`src/rtl/sq_pkg.sv`:
```
package sq_pkg;

  // index k slots past p on a ring of the given size
  function automatic int unsigned ring_step(int unsigned p, int unsigned k, int unsigned slots);
    return (p + k) % slots;
  endfunction

  // slots between from (inclusive) and to (exclusive) on the ring
  function automatic int unsigned ring_span(int unsigned from, int unsigned to, int unsigned slots);
    return (to + slots - from) % slots;
  endfunction

  function automatic int unsigned min_u(int unsigned a, int unsigned b);
    return (a < b) ? a : b;
  endfunction

endpackage

```
`src/rtl/sq_commit_scan.sv`:
```
module sq_commit_scan
  import sq_pkg::*;
#(
  parameter int SLOTS = 5,
  parameter int SEQ_W = 16,
  parameter int PW    = 3,
  parameter int CW    = 3
) (
  input  logic [PW-1:0]             head,
  input  logic [CW-1:0]             occ,
  input  logic [SLOTS-1:0][SEQ_W-1:0] seq,
  input  logic [SLOTS-1:0]          wa,
  input  logic                      commit_valid,
  input  logic [SEQ_W-1:0]          commit_seq,
  output logic [SLOTS-1:0]          wa_nx,
  output logic [CW-1:0]             newly
);

  logic          halt;
  logic [PW-1:0] ix;

  // oldest-first walk; flagged entries are skipped, the first younger
  // unflagged entry ends the walk
  always_comb begin
    wa_nx = wa;
    newly = '0;
    halt  = !commit_valid;
    ix    = '0;
    for (int k = 0; k < SLOTS; k++) begin
      ix = PW'(ring_step(32'(head), k, SLOTS));
      if (!halt && (k < int'(occ)) && !wa[ix]) begin
        if (seq[ix] <= commit_seq) begin
          wa_nx[ix] = 1'b1;
          newly     = newly + CW'(1);
        end else begin
          halt = 1'b1;
        end
      end
    end
  end

endmodule

```
`src/rtl/sq_squash_scan.sv`:
```
module sq_squash_scan
  import sq_pkg::*;
#(
  parameter int SLOTS = 5,
  parameter int SEQ_W = 16,
  parameter int PW    = 3,
  parameter int CW    = 3
) (
  input  logic [PW-1:0]             head,
  input  logic [CW-1:0]             occ,
  input  logic [SLOTS-1:0][SEQ_W-1:0] seq,
  input  logic [SLOTS-1:0]          wa,
  input  logic                      squash_valid,
  input  logic [SEQ_W-1:0]          squash_seq,
  output logic [CW-1:0]             keep
);

  logic          halt;
  logic [PW-1:0] ix;

  // newest-first walk; a flagged or old-enough entry ends it
  always_comb begin
    keep = occ;
    halt = !squash_valid;
    ix   = '0;
    for (int k = SLOTS - 1; k >= 0; k--) begin
      ix = PW'(ring_step(32'(head), k, SLOTS));
      if (!halt && (k < int'(occ))) begin
        if (wa[ix] || (seq[ix] <= squash_seq)) halt = 1'b1;
        else keep = CW'(k);
      end
    end
  end

endmodule

```
`src/rtl/sq_head_run.sv`:
```
module sq_head_run
  import sq_pkg::*;
#(
  parameter int SLOTS = 5,
  parameter int PW    = 3,
  parameter int CW    = 3
) (
  input  logic [PW-1:0]    head,
  input  logic [CW-1:0]    occ,
  input  logic [SLOTS-1:0] done,
  output logic [CW-1:0]    adv
);

  logic          halt;
  logic [PW-1:0] ix;

  // length of the done run starting at the head, bounded by occupancy
  always_comb begin
    adv  = '0;
    halt = 1'b0;
    ix   = '0;
    for (int k = 0; k < SLOTS; k++) begin
      ix = PW'(ring_step(32'(head), k, SLOTS));
      if (!halt && (k < int'(occ))) begin
        if (done[ix]) adv = adv + CW'(1);
        else halt = 1'b1;
      end
    end
  end

endmodule

```
`src/rtl/sq_wb_engine.sv`:
```
module sq_wb_engine
  import sq_pkg::*;
#(
  parameter int SLOTS  = 5,
  parameter int PW     = 3,
  parameter int ADDR_W = 32,
  parameter int DATA_W = 64,
  parameter int SIZE_W = 4
) (
  input  logic              clk,
  input  logic              rst_n,
  input  logic [PW-1:0]     tail,
  input  logic              pend_nz,
  input  logic              ent_wa,
  input  logic [ADDR_W-1:0] ent_addr,
  input  logic [DATA_W-1:0] ent_data,
  input  logic [SIZE_W-1:0] ent_size,
  input  logic              cache_busy,
  input  logic              wr_ready,
  input  logic              retry_in,
  output logic [PW-1:0]     wb_ptr,
  output logic              wr_valid,
  output logic [ADDR_W-1:0] wr_addr,
  output logic [DATA_W-1:0] wr_data,
  output logic [SIZE_W-1:0] wr_size,
  output logic [PW-1:0]     wr_tag,
  output logic              blocked,
  output logic              zero_done
);

  logic              armed;
  logic [ADDR_W-1:0] slot_addr;
  logic [DATA_W-1:0] slot_data;
  logic [SIZE_W-1:0] slot_size;
  logic [PW-1:0]     slot_tag;
  logic              fresh_ok, fresh_wr, resend, accepted;

  assign fresh_ok  = !blocked && pend_nz && (wb_ptr != tail) && ent_wa && !cache_busy;
  assign zero_done = fresh_ok && (ent_size == '0);
  assign fresh_wr  = fresh_ok && (ent_size != '0);
  assign resend    = blocked && armed;
  assign wr_valid  = fresh_wr || resend;
  assign accepted  = wr_valid && wr_ready;

  assign wr_addr = resend ? slot_addr : ent_addr;
  assign wr_data = resend ? slot_data : ent_data;
  assign wr_size = resend ? slot_size : ent_size;
  assign wr_tag  = resend ? slot_tag  : wb_ptr;

  always_ff @(posedge clk) begin
    if (!rst_n) begin
      wb_ptr    <= '0;
      blocked   <= 1'b0;
      armed     <= 1'b0;
      slot_addr <= '0;
      slot_data <= '0;
      slot_size <= '0;
      slot_tag  <= '0;
    end else begin
      if (zero_done || accepted) wb_ptr <= PW'(ring_step(32'(wb_ptr), 1, SLOTS));
      if (fresh_wr && !wr_ready) begin
        blocked   <= 1'b1;
        slot_addr <= ent_addr;
        slot_data <= ent_data;
        slot_size <= ent_size;
        slot_tag  <= wb_ptr;
      end else if (resend && wr_ready) begin
        blocked <= 1'b0;
      end
      armed <= blocked && !resend && (armed || retry_in);
    end
  end

  p_reject_blocks_r6: assert property (@(posedge clk) disable iff (!rst_n)
    (wr_valid && !wr_ready) |=> blocked);

  p_quiet_blocked_r6: assert property (@(posedge clk) disable iff (!rst_n)
    (blocked && !$past(retry_in) && !armed) |-> !wr_valid);

  p_issue_pending_r4: assert property (@(posedge clk) disable iff (!rst_n)
    (wr_valid && !blocked) |-> pend_nz);

  p_single_step_r4: assert property (@(posedge clk) disable iff (!rst_n)
    (wb_ptr == $past(wb_ptr)) || (wb_ptr == PW'(ring_step(32'($past(wb_ptr)), 1, SLOTS))));

endmodule

```
`src/rtl/store_drain_queue.sv`:
```
module store_drain_queue
  import sq_pkg::*;
#(
  parameter int DEPTH      = 4,
  parameter int SEQ_W      = 16,
  parameter int ADDR_W     = 32,
  parameter int DATA_BYTES = 8,
  localparam int SLOTS  = DEPTH + 1,
  localparam int PW     = $clog2(SLOTS),
  localparam int CW     = $clog2(SLOTS + 1),
  localparam int DATA_W = 8 * DATA_BYTES,
  localparam int SIZE_W = $clog2(DATA_BYTES + 1)
) (
  input  logic              clk,
  input  logic              rst_n,
  input  logic              alloc_valid,
  input  logic [SEQ_W-1:0]  alloc_seq,
  input  logic [ADDR_W-1:0] alloc_addr,
  input  logic [DATA_W-1:0] alloc_data,
  input  logic [SIZE_W-1:0] alloc_size,
  output logic [PW-1:0]     alloc_idx,
  output logic              full,
  output logic              empty,
  output logic [CW-1:0]     count,
  input  logic              commit_valid,
  input  logic [SEQ_W-1:0]  commit_seq,
  input  logic              squash_valid,
  input  logic [SEQ_W-1:0]  squash_seq,
  input  logic [CW-1:0]     lq_free,
  output logic [CW-1:0]     free_entries,
  output logic [CW-1:0]     pending_wb,
  input  logic              cache_busy,
  output logic              wr_valid,
  input  logic              wr_ready,
  output logic [ADDR_W-1:0] wr_addr,
  output logic [DATA_W-1:0] wr_data,
  output logic [SIZE_W-1:0] wr_size,
  output logic [PW-1:0]     wr_tag,
  output logic              wr_blocked,
  input  logic              retry_in,
  input  logic              resp_valid,
  input  logic [PW-1:0]     resp_tag
);

  // ring state
  logic [PW-1:0] head, tail, wb_ptr;
  logic [CW-1:0] occ, pending;
  logic [SLOTS-1:0] wa, done;
  logic [SLOTS-1:0][SEQ_W-1:0]  e_seq;
  logic [SLOTS-1:0][ADDR_W-1:0] e_addr;
  logic [SLOTS-1:0][DATA_W-1:0] e_data;
  logic [SLOTS-1:0][SIZE_W-1:0] e_size;

  // named internal events
  logic             alloc_fire;
  logic             zero_done;
  logic [SLOTS-1:0] wa_nx, done_nx;
  logic [CW-1:0]    newly, keep, adv, wb_dist;
  logic [PW-1:0]    head_nx, tail_nx;
  logic [CW-1:0]    pending_nx;
  int unsigned      free_lim;

  assign occ        = CW'(ring_span(32'(head), 32'(tail), SLOTS));
  assign wb_dist    = CW'(ring_span(32'(head), 32'(wb_ptr), SLOTS));
  assign full       = (int'(occ) == DEPTH);
  assign empty      = (occ == '0);
  assign count      = occ;
  assign alloc_idx  = tail;
  assign pending_wb = pending;
  assign alloc_fire = alloc_valid && !full && !squash_valid;

  assign free_lim     = min_u(32'(lq_free), SLOTS - 32'(occ));
  assign free_entries = (free_lim == 0) ? '0 : CW'(free_lim - 1);

  sq_commit_scan #(.SLOTS(SLOTS), .SEQ_W(SEQ_W), .PW(PW), .CW(CW)) u_commit (
    .head(head), .occ(occ), .seq(e_seq), .wa(wa),
    .commit_valid(commit_valid), .commit_seq(commit_seq),
    .wa_nx(wa_nx), .newly(newly)
  );

  // squash sees the flags the same-cycle commit sets
  sq_squash_scan #(.SLOTS(SLOTS), .SEQ_W(SEQ_W), .PW(PW), .CW(CW)) u_squash (
    .head(head), .occ(occ), .seq(e_seq), .wa(wa_nx),
    .squash_valid(squash_valid), .squash_seq(squash_seq), .keep(keep)
  );

  sq_wb_engine #(.SLOTS(SLOTS), .PW(PW), .ADDR_W(ADDR_W), .DATA_W(DATA_W), .SIZE_W(SIZE_W)) u_wb (
    .clk(clk), .rst_n(rst_n), .tail(tail), .pend_nz(pending != '0),
    .ent_wa(wa[wb_ptr]), .ent_addr(e_addr[wb_ptr]), .ent_data(e_data[wb_ptr]),
    .ent_size(e_size[wb_ptr]), .cache_busy(cache_busy), .wr_ready(wr_ready),
    .retry_in(retry_in), .wb_ptr(wb_ptr), .wr_valid(wr_valid), .wr_addr(wr_addr),
    .wr_data(wr_data), .wr_size(wr_size), .wr_tag(wr_tag), .blocked(wr_blocked),
    .zero_done(zero_done)
  );

  always_comb begin
    done_nx = done;
    if (resp_valid) done_nx[resp_tag] = 1'b1;
    if (zero_done)  done_nx[wb_ptr]   = 1'b1;
  end

  sq_head_run #(.SLOTS(SLOTS), .PW(PW), .CW(CW)) u_head (
    .head(head), .occ(occ), .done(done_nx), .adv(adv)
  );

  assign head_nx    = PW'(ring_step(32'(head), 32'(adv), SLOTS));
  assign pending_nx = pending + newly - CW'(resp_valid) - CW'(zero_done);

  always_comb begin
    if (squash_valid)    tail_nx = PW'(ring_step(32'(head), 32'(keep), SLOTS));
    else if (alloc_fire) tail_nx = PW'(ring_step(32'(tail), 1, SLOTS));
    else                 tail_nx = tail;
  end

  always_ff @(posedge clk) begin
    if (!rst_n) begin
      head    <= '0;
      tail    <= '0;
      pending <= '0;
      wa      <= '0;
      done    <= '0;
    end else begin
      head    <= head_nx;
      tail    <= tail_nx;
      pending <= pending_nx;
      wa      <= wa_nx;
      done    <= done_nx;
      if (alloc_fire) begin
        wa[tail]   <= 1'b0;
        done[tail] <= 1'b0;
      end
    end
  end

  always_ff @(posedge clk) begin
    if (alloc_fire) begin
      e_seq[tail]  <= alloc_seq;
      e_addr[tail] <= alloc_addr;
      e_data[tail] <= alloc_data;
      e_size[tail] <= alloc_size;
    end
  end

  p_occ_bound_r2: assert property (@(posedge clk) disable iff (!rst_n)
    int'(occ) <= DEPTH);

  p_full_holds_tail_r2: assert property (@(posedge clk) disable iff (!rst_n)
    (full && alloc_valid && !squash_valid) |=> (alloc_idx == $past(alloc_idx)));

  p_pending_le_occ_r3: assert property (@(posedge clk) disable iff (!rst_n)
    pending <= occ);

  p_head_behind_wb_r7: assert property (@(posedge clk) disable iff (!rst_n)
    wb_dist <= occ);

  p_squash_shrinks_r8: assert property (@(posedge clk) disable iff (!rst_n)
    squash_valid |=> (count <= $past(count)));

  p_free_bound_r10: assert property (@(posedge clk) disable iff (!rst_n)
    int'(free_entries) <= DEPTH);

endmodule

```
`config.mk`:
```
export PLATFORM = sky130hd
export DESIGN_NAME = store_drain_queue
export DESIGN_NICKNAME = d
export VERILOG_FILES = /design/src/rtl/sq_pkg.sv /design/src/rtl/sq_commit_scan.sv /design/src/rtl/sq_squash_scan.sv /design/src/rtl/sq_head_run.sv /design/src/rtl/sq_wb_engine.sv /design/src/rtl/store_drain_queue.sv
export SDC_FILE = /design/constraint.sdc
export NUM_CORES = 1
export LEC_CHECK = 0
export BUFFER_PORTS_ARGS = -buffer_cell sky130_fd_sc_hd__buf_2
export CAP_MARGIN = 5
export CORE_ASPECT_RATIO = 1.5
export CORE_MARGIN = 5
export CORE_UTILIZATION = 45
export DETAILED_ROUTE_END_ITERATION = 6
export PLACE_DENSITY = 0.65
export SLEW_MARGIN = 20
export SYNTH_ARGS = -nofsm -noshare
export SYNTH_HDL_FRONTEND = slang
export SYNTH_SLANG_ARGS = --single-unit
```
`constraint.sdc`:
```
create_clock -name clk -period 15.2 [get_ports clk]
set_input_delay 3.04 -clock clk [delete_from_list [all_inputs] [get_ports clk]]
set_output_delay 3.04 -clock clk [all_outputs]
set_load 0.02 [all_outputs]
```
==> results_dict.tcl <==
set metrics [dict create \
    fillers 7293 \
    min_from "u_wb.slot_data[8]" \
    power.switching_fraction_pct 40.5 \
    critical_path.n_buffers_inverters 7 \
    grt_start_max_net_pins 118 \
    place.port_buffers 281 \
    post_cts_hold_buffer_count 0 \
    globalplace.congestion 0.989 \
    syn_area_sq_um 37300 \
    hold_slack_ns 0.491 \
    power.internal_mw 4.53 \
    synth.distinct_cells 95 \
    cts_setup_buffers 0 \
    yosys_most_used_dff "edfxtp_1" \
    ctsHtreeMaxLevel 3 \
    start_util_pct 45.3 \
    maxCapViolCount 0 \
    finish.cell_count_without_fillers 4663 \
    pre_cts_ws_ns 2.47 \
    die-width_um 245 \
    switching_power_mw 3.09 \
    first_global_vias 27900 \
    remaining_antenna_violation_count 0 \
    fraction_of_final_layout_cells_with_drive_strength_greater_than_1_pct 15.8 \
    finish.utilization_pct 51.3 \
    number_of_endpoints_failing_setup_at_the_final_stage 0 \
    yosys_register_bits 707 \
    antenna_found_initial 25 \
    row_count 129 \
    power_leakage_nw 15.6 \
    coreArea_sq_um 82300 \
    clk-insertion-delay-late_ns 0.62 \
    postSynthNetCount 3725 \
    finalPower_mw 7.62 \
    drt_first_pass_iters 7 \
    layout.cells.most_common "edfxtp_1" \
    grt_setup_unrepaired "no" \
    worst_slew_pin_slew_ns 1.17 \
    sequential_power_share_pct 31.3 \
    clkSinkCount 707 \
    hold_path.class "reg2reg" \
    slew_violations 0 \
    timing.critical_path.max_delay_family "compound AO/OA/AOI/OAI gates" \
    synthArstFlopShare_pct 0 \
    timing.hold.worst_path_depth 2 \
    violated_checks "design-rule violations" \
    tns_ns 0 \
    placed_area_sq_um 39900 \
    register_area_sq_um 20000 \
    ys_warnings 0 \
    worst-r2r-setup-slack_ns 2.27 \
    regToRegEndpoint "alloc_idx[0]" \
    finalHoldViolations 0 \
    groute.usage.overall_pct 25.4 \
    detail_route.wirelength_um 117000 \
    wl_per_cell_um 25.0 \
    critical_path_class "reg2reg" \
    cts.path.max_buffers 3 \
    placedCellCount 4519 \
    clockRootBuffer "clkbuf_16" \
    max_stage_delay_ns 0.85 \
    skew_ns 0.0251 \
    cts.repair.resized 0 \
    gr-total-overflow 0 \
    height_of_the_die_um 362 \
    layout-area-overhead-vs-synth_pct 13.3 \
    postSynthCellCount 3321 \
    synth.yosys.seq_area_share_pct 53.6 \
    vias_per_cell 6.17 \
    powerDensity_nw_per_um2 180 \
    timing.rr.start "head[2]" \
    final_period_minus_worst_setup_slack_ns 12.93 \
    cts-buffers-inserted 71 \
    drcViolationCount 4 \
    post-route-cell-area_sq_um 42200 \
    slew_headroom_pct 20.2 \
    max_clock_freq_mhz 77.4 \
    worstSetupEndpointType "register" \
    synth_edf_count 580 \
    worst_ir_drop_vdd_v 0.000127 \
    io_pins 282 \
    hold-path-endpoint "u_wb.slot_data[8]" \
    clk_pin_slew_ns 0.07 \
    required_ns 15.67 \
    hpwl_um 76800 \
    worst_r2r_path_depth 53 \
    cp.arrival_ns 13.40 \
    detailroute.via_count 28800 \
    design.die.area_sq_um 88800 \
    multi_input_area_sq_um 16300 \
    cts_tree "yes" \
    power_frac_comb_pct 45.9 \
    outcome "complete, but fails checks" \
    drt_iter0_drc 2293 \
    critical_path.max_fanout 22 \
    power.clock.fraction_pct 22.8 \
    avgSynthCellArea_sq_um 11.2 \
    post-route-period-util_pct 85.1 \
    fin_nets 3948 \
    crit_path_frequent_cell "ha_1" \
    most-common-layout-cells "edfxtp_1 (580), nor2_1 (361), buf_2 (281)" \
    crit_path_top_delay_cell "dfxtp_1" \
    grt_first_pass_wirelength_um 173000 \
    worstSetupStartpointType "register" \
    setup_slack_after_layout_ns 2.27 \
]
## final cells by class
cell class	count	share of cell area, %
flip-flops and latches	707	47.3
multi-input cells	2318	38.7
clock buffers	97	4.63
repair buffers	334	4.37
well taps	1048	3.11
inverters	112	1.01
clock inverters	34	0.833
diodes	13	0.0770
## per-layer routing
layer	vias to the layer above	global-route usage (%)	routed length [um]
met5	-	0	132
met3	386	6.04	9630
li1	13100	-	-
met4	20	13.7	6920
met1	13900	30.6	44400
met2	1326	42.4	55500
## synthesized netlist by cell type, drive strengths merged (9+ instances only)
cell type / number / area, sq um
a2111oi: 10 / 113
a211oi: 112 / 868
a21o: 40 / 300
a21oi: 232 / 1160
a221oi: 92 / 806
a22o: 21 / 184
a22oi: 13 / 97.6
a31oi: 26 / 163
and2: 10 / 62.6
and3: 11 / 73.8
buf: 22 / 93.8
clkbuf: 162 / 608
dfxtp: 127 / 2540
edfxtp: 580 / 17400
ha: 235 / 2940
inv: 110 / 413
mux2: 22 / 248
mux2i: 141 / 1420
mux4: 34 / 766
nand2: 276 / 1040
nand2b: 27 / 169
nand3: 45 / 225
nand4: 30 / 188
nor2: 368 / 1380
nor2b: 28 / 175
nor3: 30 / 150
nor3b: 9 / 77.6
nor4: 9 / 56.3
o2111ai: 9 / 78.8
o211ai: 17 / 133
o21a: 30 / 233
o21ai: 220 / 1100
o221ai: 15 / 138
o22ai: 37 / 231
xnor2: 30 / 270
xor2: 10 / 95.1
## worst max path at each step
stage,to,cells after the start,slack (ns),startpoint
after floorplan,e_addr[32],32,0.18,alloc_idx[2]
after global placement,alloc_idx[0],53,2.48,head[2]
final,alloc_idx[0],53,2.27,head[2]
after global routing,alloc_idx[0],53,1.35,head[2]
after CTS,alloc_idx[0],53,2.39,head[2]
after detailed placement,alloc_idx[0],53,2.47,head[2]
## registers in the layout, summed over array words and instances, names as in the netlist, 4 cells and up
register	cells
e_data	320
e_addr	160
e_seq	80
u_wb.slot_data	64
u_wb.slot_addr	32
e_size	20
done	5
wa	5
u_wb.slot_size	4
## cells by family (layout without fill, tap and decap cells)
kind of cell    Yosys count  count (layout)  synth area share, %
other cells               1              14               0.0101
simple gates            878             878                 10.4
fa+ha+maj               241             241                 8.22
buf+inv                 296             577                 3.01
mux                     197             197                 6.52
flops                   707             707                 53.6
compound gates          961             961                 17.3
xor+xnor                 40              40                0.981
## power groups by stage
stage	combinational [mW]	sequential (mW)	clock (mW)
global route	3.82	2.40	1.85
detailed placement	3.46	2.43	0
global placement	3.44	2.42	0
floorplan	2.38	2.45	0
finish	3.49	2.39	1.74
CTS	3.47	2.38	1.77
## worst reg2reg max path, delay by kind of cell (launching register included)
family | cells | cell delay [ns]
AND/OR/NAND/NOR | 13 | 2.42
flip-flops | 1 | 0.85
adder cells (fa/ha/maj) | 10 | 3.33
multiplexers | 1 | 0.35
XOR/XNOR | 3 | 0.52
buffers and inverters | 7 | 0.81
AO/OA/AOI/OAI | 19 | 4.51
(Power assumes the default switching activity.)
